==> src/rtl/bpwin_pkg.sv <==
package bpwin_pkg;

    typedef enum logic [2:0] {
        ST_IDLE,
        ST_WRITE,
        ST_READ,
        ST_CHECK,
        ST_PAUSE
    } state_e;

    // configuration register offsets; the neighbour decodes these
    localparam logic [7:0] OFS_WIN_LO  = 8'h2E;
    localparam logic [7:0] OFS_WIN_MID = 8'h30;
    localparam logic [7:0] OFS_WIN_HI  = 8'h32;
    localparam logic [7:0] OFS_SEG     = 8'h34;

    localparam logic KIND_CORE = 1'b0;
    localparam logic KIND_SEG  = 1'b1;

endpackage

==> src/rtl/bpwin_pause.sv <==
module bpwin_pause #(
    parameter int PAUSE_CYC = 2000
) (
    input  logic clk,
    input  logic rst_n,
    input  logic start,
    output logic expire
);
    localparam int CNT_W = $clog2(PAUSE_CYC + 1);

    typedef struct packed {
        logic             run;
        logic [CNT_W-1:0] cnt;
        logic [CNT_W-1:0] chk;
    } pause_t;

    pause_t s_q, s_d;

    always_comb begin
        s_d    = s_q;
        expire = s_q.run && (s_q.cnt == '0);
        if (start) begin
            s_d.run = 1'b1;
            s_d.cnt = CNT_W'(PAUSE_CYC - 1);
            s_d.chk = '0;
        end else if (expire) begin
            s_d.run = 1'b0;
        end else if (s_q.run) begin
            s_d.cnt = s_q.cnt - 1'b1;
            s_d.chk = s_q.chk + 1'b1;
        end
    end

    always_ff @(posedge clk) begin
        if (!rst_n) s_q <= '0;
        else        s_q <= s_d;
    end

    // elapsed-cycle counter runs up independently of the down counter
    p_pause_len_r5: assert property (@(posedge clk) disable iff (!rst_n)
        expire |-> (s_q.chk == CNT_W'(PAUSE_CYC - 1)));

endmodule

==> src/rtl/bpwin_addr.sv <==
module bpwin_addr #(
    parameter int          CORE_W    = 5,
    parameter int          REGION_LG = 12,
    parameter logic [31:0] ENUM_BASE = 32'h1800_0000
) (
    input  logic              kind,
    input  logic [1:0]        step,
    input  logic [CORE_W-1:0] core,
    input  logic              seg,
    output logic [7:0]        ofs,
    output logic [7:0]        wbyte
);
    import bpwin_pkg::*;

    logic [31:0] base;

    always_comb begin
        base  = ENUM_BASE + (32'(core) << REGION_LG);
        ofs   = OFS_SEG;
        wbyte = {7'b0, seg};
        if (kind == KIND_CORE) begin
            unique case (step)
                2'd0:    begin ofs = OFS_WIN_LO;  wbyte = {4'h0, base[15:12]}; end
                2'd1:    begin ofs = OFS_WIN_MID; wbyte = base[23:16];         end
                default: begin ofs = OFS_WIN_HI;  wbyte = base[31:24];         end
            endcase
        end
    end

endmodule

==> src/rtl/bpwin_match.sv <==
module bpwin_match #(
    parameter int          CORE_W    = 5,
    parameter int          REGION_LG = 12,
    parameter logic [31:0] ENUM_BASE = 32'h1800_0000
) (
    input  logic              kind,
    input  logic [CORE_W-1:0] core,
    input  logic              seg,
    input  logic [7:0]        rb_lo,
    input  logic [7:0]        rb_mid,
    input  logic [7:0]        rb_hi,
    output logic              hit
);
    import bpwin_pkg::*;

    logic [31:0] rebuilt;
    logic [31:0] idx;

    always_comb begin
        rebuilt = {rb_hi, rb_mid, rb_lo[3:0], 12'h000};
        idx     = (rebuilt - ENUM_BASE) >> REGION_LG;
        if (kind == KIND_CORE) hit = (idx == 32'(core));
        else                   hit = (rb_lo == {7'b0, seg});
    end

endmodule

==> src/rtl/bpwin_seq.sv <==
module bpwin_seq #(
    parameter int          CORE_W    = 5,
    parameter int          REGION_LG = 12,
    parameter logic [31:0] ENUM_BASE = 32'h1800_0000,
    parameter int          MAX_RETRY = 3,
    parameter int          PAUSE_CYC = 2000
) (
    input  logic              clk,
    input  logic              rst_n,
    input  logic              req_valid,
    input  logic              req_kind,
    input  logic [CORE_W-1:0] req_core,
    input  logic              req_seg,
    output logic              busy,
    output logic              done,
    output logic              err,
    output logic [CORE_W-1:0] core_cur,
    output logic              seg_cur,
    output logic              cfg_req,
    output logic              cfg_we,
    output logic [7:0]        cfg_addr,
    output logic [7:0]        cfg_wdata,
    input  logic [7:0]        cfg_rdata,
    input  logic              cfg_ack,
    input  logic              cfg_fail
);
    import bpwin_pkg::*;

    localparam int TRY_W = $clog2(MAX_RETRY + 3);

    typedef struct packed {
        state_e            st;
        logic              kind;
        logic [CORE_W-1:0] tgt_core;
        logic              tgt_seg;
        logic [1:0]        step;
        logic [TRY_W-1:0]  tries;
        logic [7:0]        rb_lo;
        logic [7:0]        rb_mid;
        logic [7:0]        rb_hi;
        logic              done;
        logic              err;
        logic              seg_cur;
        logic [CORE_W-1:0] core_cur;
    } ctl_t;

    ctl_t c_q, c_d;
    logic pause_go, pause_end, hit;
    logic [1:0] last_step;

    bpwin_addr #(.CORE_W(CORE_W), .REGION_LG(REGION_LG), .ENUM_BASE(ENUM_BASE)) i_addr (
        .kind (c_q.kind), .step (c_q.step), .core (c_q.tgt_core), .seg (c_q.tgt_seg),
        .ofs  (cfg_addr), .wbyte (cfg_wdata)
    );

    bpwin_match #(.CORE_W(CORE_W), .REGION_LG(REGION_LG), .ENUM_BASE(ENUM_BASE)) i_match (
        .kind  (c_q.kind), .core (c_q.tgt_core), .seg (c_q.tgt_seg),
        .rb_lo (c_q.rb_lo), .rb_mid (c_q.rb_mid), .rb_hi (c_q.rb_hi), .hit (hit)
    );

    bpwin_pause #(.PAUSE_CYC(PAUSE_CYC)) i_pause (
        .clk (clk), .rst_n (rst_n), .start (pause_go), .expire (pause_end)
    );

    always_comb begin
        c_d       = c_q;
        c_d.done  = 1'b0;
        c_d.err   = 1'b0;
        pause_go  = 1'b0;
        last_step = (c_q.kind == KIND_CORE) ? 2'd2 : 2'd0;
        unique case (c_q.st)
            ST_IDLE: begin
                if (req_valid) begin
                    c_d.st       = ST_WRITE;
                    c_d.kind     = req_kind;
                    c_d.tgt_core = req_core;
                    c_d.tgt_seg  = req_seg;
                    c_d.step     = 2'd0;
                    c_d.tries    = '0;
                end
            end
            ST_WRITE: begin
                if (cfg_fail) begin
                    c_d.st  = ST_IDLE;
                    c_d.err = 1'b1;
                end else if (cfg_ack) begin
                    if (c_q.step == last_step) begin
                        c_d.st   = ST_READ;
                        c_d.step = 2'd0;
                    end else begin
                        c_d.step = c_q.step + 2'd1;
                    end
                end
            end
            ST_READ: begin
                if (cfg_fail) begin
                    c_d.st  = ST_IDLE;
                    c_d.err = 1'b1;
                end else if (cfg_ack) begin
                    unique case (c_q.step)
                        2'd0:    c_d.rb_lo  = cfg_rdata;
                        2'd1:    c_d.rb_mid = cfg_rdata;
                        default: c_d.rb_hi  = cfg_rdata;
                    endcase
                    if (c_q.step == last_step) c_d.st   = ST_CHECK;
                    else                       c_d.step = c_q.step + 2'd1;
                end
            end
            ST_CHECK: begin
                if (hit) begin
                    c_d.st   = ST_IDLE;
                    c_d.done = 1'b1;
                    if (c_q.kind == KIND_CORE) c_d.core_cur = c_q.tgt_core;
                    else                       c_d.seg_cur  = c_q.tgt_seg;
                end else if (c_q.tries > TRY_W'(MAX_RETRY)) begin
                    c_d.st  = ST_IDLE;
                    c_d.err = 1'b1;
                end else begin
                    c_d.st    = ST_PAUSE;
                    c_d.tries = c_q.tries + 1'b1;
                    pause_go  = 1'b1;
                end
            end
            ST_PAUSE: begin
                if (pause_end) begin
                    c_d.st   = ST_WRITE;
                    c_d.step = 2'd0;
                end
            end
            default: c_d.st = ST_IDLE;
        endcase
    end

    always_ff @(posedge clk) begin
        if (!rst_n) begin
            c_q          <= '0;
            c_q.st       <= ST_WRITE;  // bring the segment select to a known value
            c_q.kind     <= KIND_SEG;
            c_q.tgt_seg  <= 1'b0;
        end else begin
            c_q <= c_d;
        end
    end

    assign busy     = (c_q.st != ST_IDLE);
    assign done     = c_q.done;
    assign err      = c_q.err;
    assign core_cur = c_q.core_cur;
    assign seg_cur  = c_q.seg_cur;
    assign cfg_req  = (c_q.st == ST_WRITE) || (c_q.st == ST_READ);
    assign cfg_we   = (c_q.st == ST_WRITE);

    p_strobe_hold_r2: assert property (@(posedge clk) disable iff (!rst_n)
        (cfg_req && !cfg_ack && !cfg_fail) |=> (cfg_req && $stable(cfg_addr) && $stable(cfg_we)));

    p_tries_bound_r6: assert property (@(posedge clk) disable iff (!rst_n)
        c_q.tries <= TRY_W'(MAX_RETRY + 1));

    p_fail_stops_r7: assert property (@(posedge clk) disable iff (!rst_n)
        (cfg_req && cfg_fail) |=> (err && !cfg_req));

    p_busy_end_r8: assert property (@(posedge clk) disable iff (!rst_n)
        $fell(busy) |-> (done || err));

    p_pulse_excl_r10: assert property (@(posedge clk) disable iff (!rst_n)
        !(done && err));

    p_pulse_idle_r10: assert property (@(posedge clk) disable iff (!rst_n)
        (done || err) |-> !busy);

    p_done_once_r10: assert property (@(posedge clk) disable iff (!rst_n)
        done |=> !done);

    p_quiet_idle_r10: assert property (@(posedge clk) disable iff (!rst_n)
        !busy |-> !cfg_req);

endmodule

==> config.mk <==
export PLATFORM = sky130hd
export DESIGN_NAME = bpwin_seq
export DESIGN_NICKNAME = d
export VERILOG_FILES = /design/src/rtl/bpwin_pkg.sv /design/src/rtl/bpwin_pause.sv /design/src/rtl/bpwin_addr.sv /design/src/rtl/bpwin_match.sv /design/src/rtl/bpwin_seq.sv
export SDC_FILE = /design/constraint.sdc
export NUM_CORES = 1
export LEC_CHECK = 0
export BUFFER_PORTS_ARGS = -buffer_cell sky130_fd_sc_hd__buf_2
export CORE_UTILIZATION = 35
export CTS_CLUSTER_DIAMETER = 50
export CTS_CLUSTER_SIZE = 14
export DETAILED_ROUTE_END_ITERATION = 10
export PLACE_DENSITY_LB_ADDON = 0.08
export SLEW_MARGIN = 25
export SYNTH_ARGS = -nofsm -noshare
export SYNTH_HDL_FRONTEND = slang
export SYNTH_SLANG_ARGS = --single-unit
==> constraint.sdc <==
create_clock -name clk -period 2.9 [get_ports clk]
set_clock_uncertainty 0.05 [all_clocks]
set_input_delay 0.435 -clock clk [delete_from_list [all_inputs] [get_ports clk]]
set_output_delay 0.435 -clock clk [all_outputs]
set_load 0.01 [all_outputs]
# After elaboration in Yosys (flattened, before gate mapping)
# Cells that the tools add are included.
[totals]
register_bits = 70
latch_bits = 0
ramBits = 0
rom_bits = 0
in_bits = 20
wordCells = 116
mem_count = 0
[op_classes]
n_addsub = 6
mul = 0
div_mod_pow = 0
magnitude_cmp = 1
eq_ne = 22
n_shift = 0
n_mux = 40
n_bitwise = 5
reduce_logical = 25
[ops]
columns = ["operator", "count"]
rows = [
  ["$mux 22", 2],
  ["$mux 3", 11],
  ["$sub 32x29->32 const B", 1],
  ["$add 29x17->30 const A", 1],
  ["$mux 23", 1],
  ["$eq 20x5->1", 1],
  ["$mux 2", 8],
  ["$pmux 8 s2", 1],
  ["$reduce_and 4->1", 4],
  ["$mux 15", 1],
  ["$pmux 3 s5", 1],
  ["$ne 2x2->1 const B", 7],
  ["$add 11x1->11 const B", 1],
  ["$logic_not 11->1", 1],
  ["$sub 11x1->11 const B", 1],
  ["$pmux 5 s2", 1],
  ["$mux 1", 9],
  ["$eq 8x1->1", 1],
  ["$mux 8", 1],
  ["$pmux 2 s4", 1],
  ["$reduce_and 2->1", 4],
  ["$reduce_and 8->1", 1],
  ["$eq 3x2->1 const B", 2],
  ["$ne 2x1->1 const B", 3],
  ["other kinds (23)", 34],
]

# Logic depth before layout (Yosys ltp)
[depth]
depth_word = 7
depth_mapped = 7
ltp_nobuf = 7

# By module
# From an unflattened synthesis, not the netlist that was laid out.
[unflattened]
hier_cells = 335
area_unflattened_um2 = 3032.9
[modules_own_cells]
columns = ["module", "instances", "cells_per_inst", "area_per_inst_um2"]
rows = [
  ["bpwin_seq", 1, 223, 2084.5],
  ["bpwin_pause", 1, 67, 635.6],
  ["bpwin_match", 1, 23, 168.9],
  ["bpwin_addr", 1, 22, 143.9],
]

# Worst setup path before layout
# No wires, ideal clock.
[synth_timing]
path_kind = "register to register"
start = "register c_q[11] (netlist bit)"
end = "register c_q (netlist bit err)"
setup_time_ns = 0.115
arrival_time_ns = 1.870
required_ns = 2.735
setup_slack_ns = 0.865
path_stages_with_launch = 8
path_buffers = 1
synth_period_minus_slack_ns = 2.035
path_cell_list = "dfxtp_1 > ha_1 > nor4_1 > nand4_1 > or4_4 > buf_6 > a32o_1 > and2_1"
[synth_between]
elab_chain_len = 5
[synth_lines]
columns = ["item", "line_no", "source"]
rows = [
  ["start, declared", "bpwin_seq.sv:47", "ctl_t c_q, c_d;"],
  ["$sub 32x29->32", "bpwin_match.sv:21", "idx = (rebuilt - ENUM_BASE) >> REGION_LG;"],
  ["$eq 20x5->1", "bpwin_match.sv:22", "if (kind == KIND_CORE) hit = (idx == 32'(core));"],
  ["$mux 1", "bpwin_match.sv:22", ""],
  ["$mux 1", "bpwin_seq.sv:110", "if (hit) begin"],
  ["$pmux 1 s2", "bpwin_seq.sv:71", "unique case (c_q.st)"],
]
# No other way between the ends.
# A chain may end at the register's enable or synchronous reset.

# Final worst setup path
[layout_timing]
start = "register c_q[35] (netlist bit)"
end = "output port cfg_wdata[3]"
[layout_between]
elab_chain_len = 3
word_cells_on_any_way = 4
cone_classes = "1 x eq/ne; 2 x mux; 1 x reduce/logical"
[layout_lines]
columns = ["item", "line_no", "source"]
rows = [
  ["$eq 2x1->1 / $logic_not 2->1 (equally long branches)", "bpwin_addr.sv:22", "unique case (step)"],
  ["$pmux 8 s2 *", "bpwin_addr.sv:22", ""],
  ["$mux 8 *", "bpwin_addr.sv:21", "if (kind == KIND_CORE) begin"],
  ["end, declared", "bpwin_seq.sv:22", "output logic [7:0] cfg_wdata,"],
]
# Mark *: on every way between the ends. The rest lies on a longest branch, timed or not.

==> out/results.tsv <==
metric	value	unit
Fillers	840	
Yosys reg bits	59	
layout cells sized above 1	20.1	%
Data arrival, critical path	1.89	ns
Post-Layout Cell Count	486	
slew margin rel.	49.2	%
Max Clk Rate	422	MHz
DRT Pass-1 Iters	4	
antenna cells	0	
status	finished, final reports clean	
worst-path cell chain	inv_1 -> ha_1 -> or2_2 -> nor2_1 -> a21o_1 -> buf_2	
Final period util	81.8	%
WL final	7.04	mm
Root Driver	clkbuf_8	
clock latency at the later pin of the worst-skew pair	0.33	ns
chip width	93.5	um
setup TNS	0	ns
area of the multi-input gates	1570	um2
Mapped Area	2930	um2
Nets	407	
Die Y-Extent	93.5	um
GRT overflow	0	
dominant synthesized flop cell	dfxtp_1	
DRC Markers	0	
post-CTS sizing	0	
post-synth top area cell	dfxtp_1	
1st-iter DRT viols	69	
initial antenna violation count	0	
dpl hpwl	5.08	mm
largest net degree at the start of global routing	31	
Synth area leaders	dfxtp_1, a21oi_1, nand2_1	
Distinct cells, synth	55	
Worst IR Drop VDD	0.000172	V
Leakage	0.00130	uW
register area	1180	um2
number of synthesized flops with an enable pin	0	
crit path max-delay cell type	dfxtp_1	
Fin. Hold Viols	0	
worst-margin pin slew	0.755	ns
Pwr Density	523	nW/um2
GRT Total Usage	17.2	%
first-pass GRT wire length	11.6	mm
Setup Viol. Count Final	0	
Clock Power Share	39.2	%
crit end category	output port	
placed cells	470	
via count	2473	
Hold WC Path Type	input port to register	
Die ar.	8730	um2
mean area per synthesized cell	8.44	um2
routed len/inst	14.5	um
post-synth top area share	40.3	%
CP max stage delay	0.41	ns
fin crit period	2.37	ns
total number of placement rows	32	
Max Cap Viol	0	
final RePlAce weighted congestion	0.743	
post-route ant nets	0	
Core Region	7930	um2
synthesized instance count	347	
synth cell count leaders	dfxtp_1, nand2_1, a21oi_1, nand3_1, nor2_1	
post-synthesis sequential area ratio	40.3	%
CP Max Fanout	13	
Pint	1260	uW
CTS tree	done	
Reg clk slew, reported paths	0.07	ns
vias in the first global route	2312	
Comb power frac	11.8	%
RSZ-0062 raised after global routing	no	
CTS buffer count	9	
Max clock buf depth	2	
CTS H-tree lvls	3	
crit path kind	register to output port	
Reg power frac	49.0	%
asr flop ratio synth	0	%
Switch Pwr	475	uW
Post-CTS Setup Inserts	0	
Initial Util	36.9	%
cts hold-fix bufs	0	
CTS sink cnt	59	
Ports	47	
Sw Share	27.4	%
CP startpoint kind	register	
IO Port Bufs	39	
Avg Vias per Cell	5.09	
Yosys warnings	0	
Worst Path Required	2.41	ns
top-count cell post-synth	dfxtp_1	
Area Growth Syn to Fin	13.2	%
final max-slew violation count	0	
## stage by stage
stage	total power, uW	util [%]	hold WS [ns]	area [um2]	setup WS (ns)
floorplan	1010	-	0.381	2950	0.865
global placement	1070	39.5	0.396	3130	0.783
detailed placement	1070	39.5	0.393	3130	0.717
CTS	1760	41.8	0.275	3310	0.521
global route	1810	41.8	0.286	3310	0.437
finish	1730	41.8	0.287	3310	0.528
## cells in the final DEF (no fill, tap or decap), types with 3 or more instances in the layout
cell / n
dfxtp_1: 59
nand2_1: 45
a21oi_1: 41
buf_2: 39
nand3_1: 29
nor2_1: 21
o21ai_0: 15
xnor2_1: 11
clkbuf_8: 11
mux2i_1: 10
ha_1: 8
conb_1: 7
inv_1: 6
xor2_1: 6
nor3_1: 6
nor4_1: 5
nand2b_1: 4
nand4_1: 4
buf_4: 4
or3_1: 3
and2_1: 3
nor4b_1: 3
and3_1: 3
## logic make-up after synthesis
family	count (synthesis)	synth area share [%]
AOI/OAI and AO/OA	71	13.9
xor gates and xnor gates	17	5.09
adders and majority gates	8	3.42
buffers and inverters	34	6.54
DFF	59	40.3
muxes	11	3.80
other	2	0.257
and+or+nand+nor	145	26.6
## routing by layer
layer,up-vias,GRT usage (%),wire (um)
met3,12,3.09,300
met1,1137,23.4,3630
met2,64,27.0,3010
met4,0,6.54,94
li1,1260,-,-
met5,-,0,0
## final cells by class
| cell class | instances | area share (%) |
|---|---|---|
| clock buffer | 12 | 4.68 |
| tap | 102 | 3.85 |
| clock inverter | 4 | 0.755 |
| sequential | 59 | 35.6 |
| multi-input combinational | 259 | 47.5 |
| inverter | 7 | 0.793 |
| timing repair buffer | 43 | 6.80 |
## path summary, 6_finish.rpt
kind | startpoint | to | slack, ns | cells after the start
max | c_q[35] | cfg_wdata[3] | 0.53 | 6
min | req_core[2] | c_q[40] | 0.29 | 3
min reg2reg | c_q[23] | c_q[23] | 0.40 | 2
max reg2reg | c_q[11] | c_q[32] | 0.67 | 6
## power groups by stage
stage	clock network [uW]	registers (uW)	logic (uW)
CTS	703	849	206
global route	735	851	227
finish	679	849	204
detailed placement	0	867	205
global placement	0	868	205
floorplan	0	859	152
## sequential cells by signal (all words and copies together), names as in the netlist
signal and count:
core_cur 5, c_q 39, seg_cur 1, i_pause.s_q 12
err 1, done 1
## worst max-delay path: cells and delay by family (launching register included)
family / cells / cell delay [ns]
AOI/OAI and AO/OA: 1 / 0.09
adders and majority gates: 1 / 0.37
buffers and inverters: 2 / 0.21
DFF: 1 / 0.41
and+or+nand+nor: 2 / 0.47
Power figures use the tool's default switching activity.
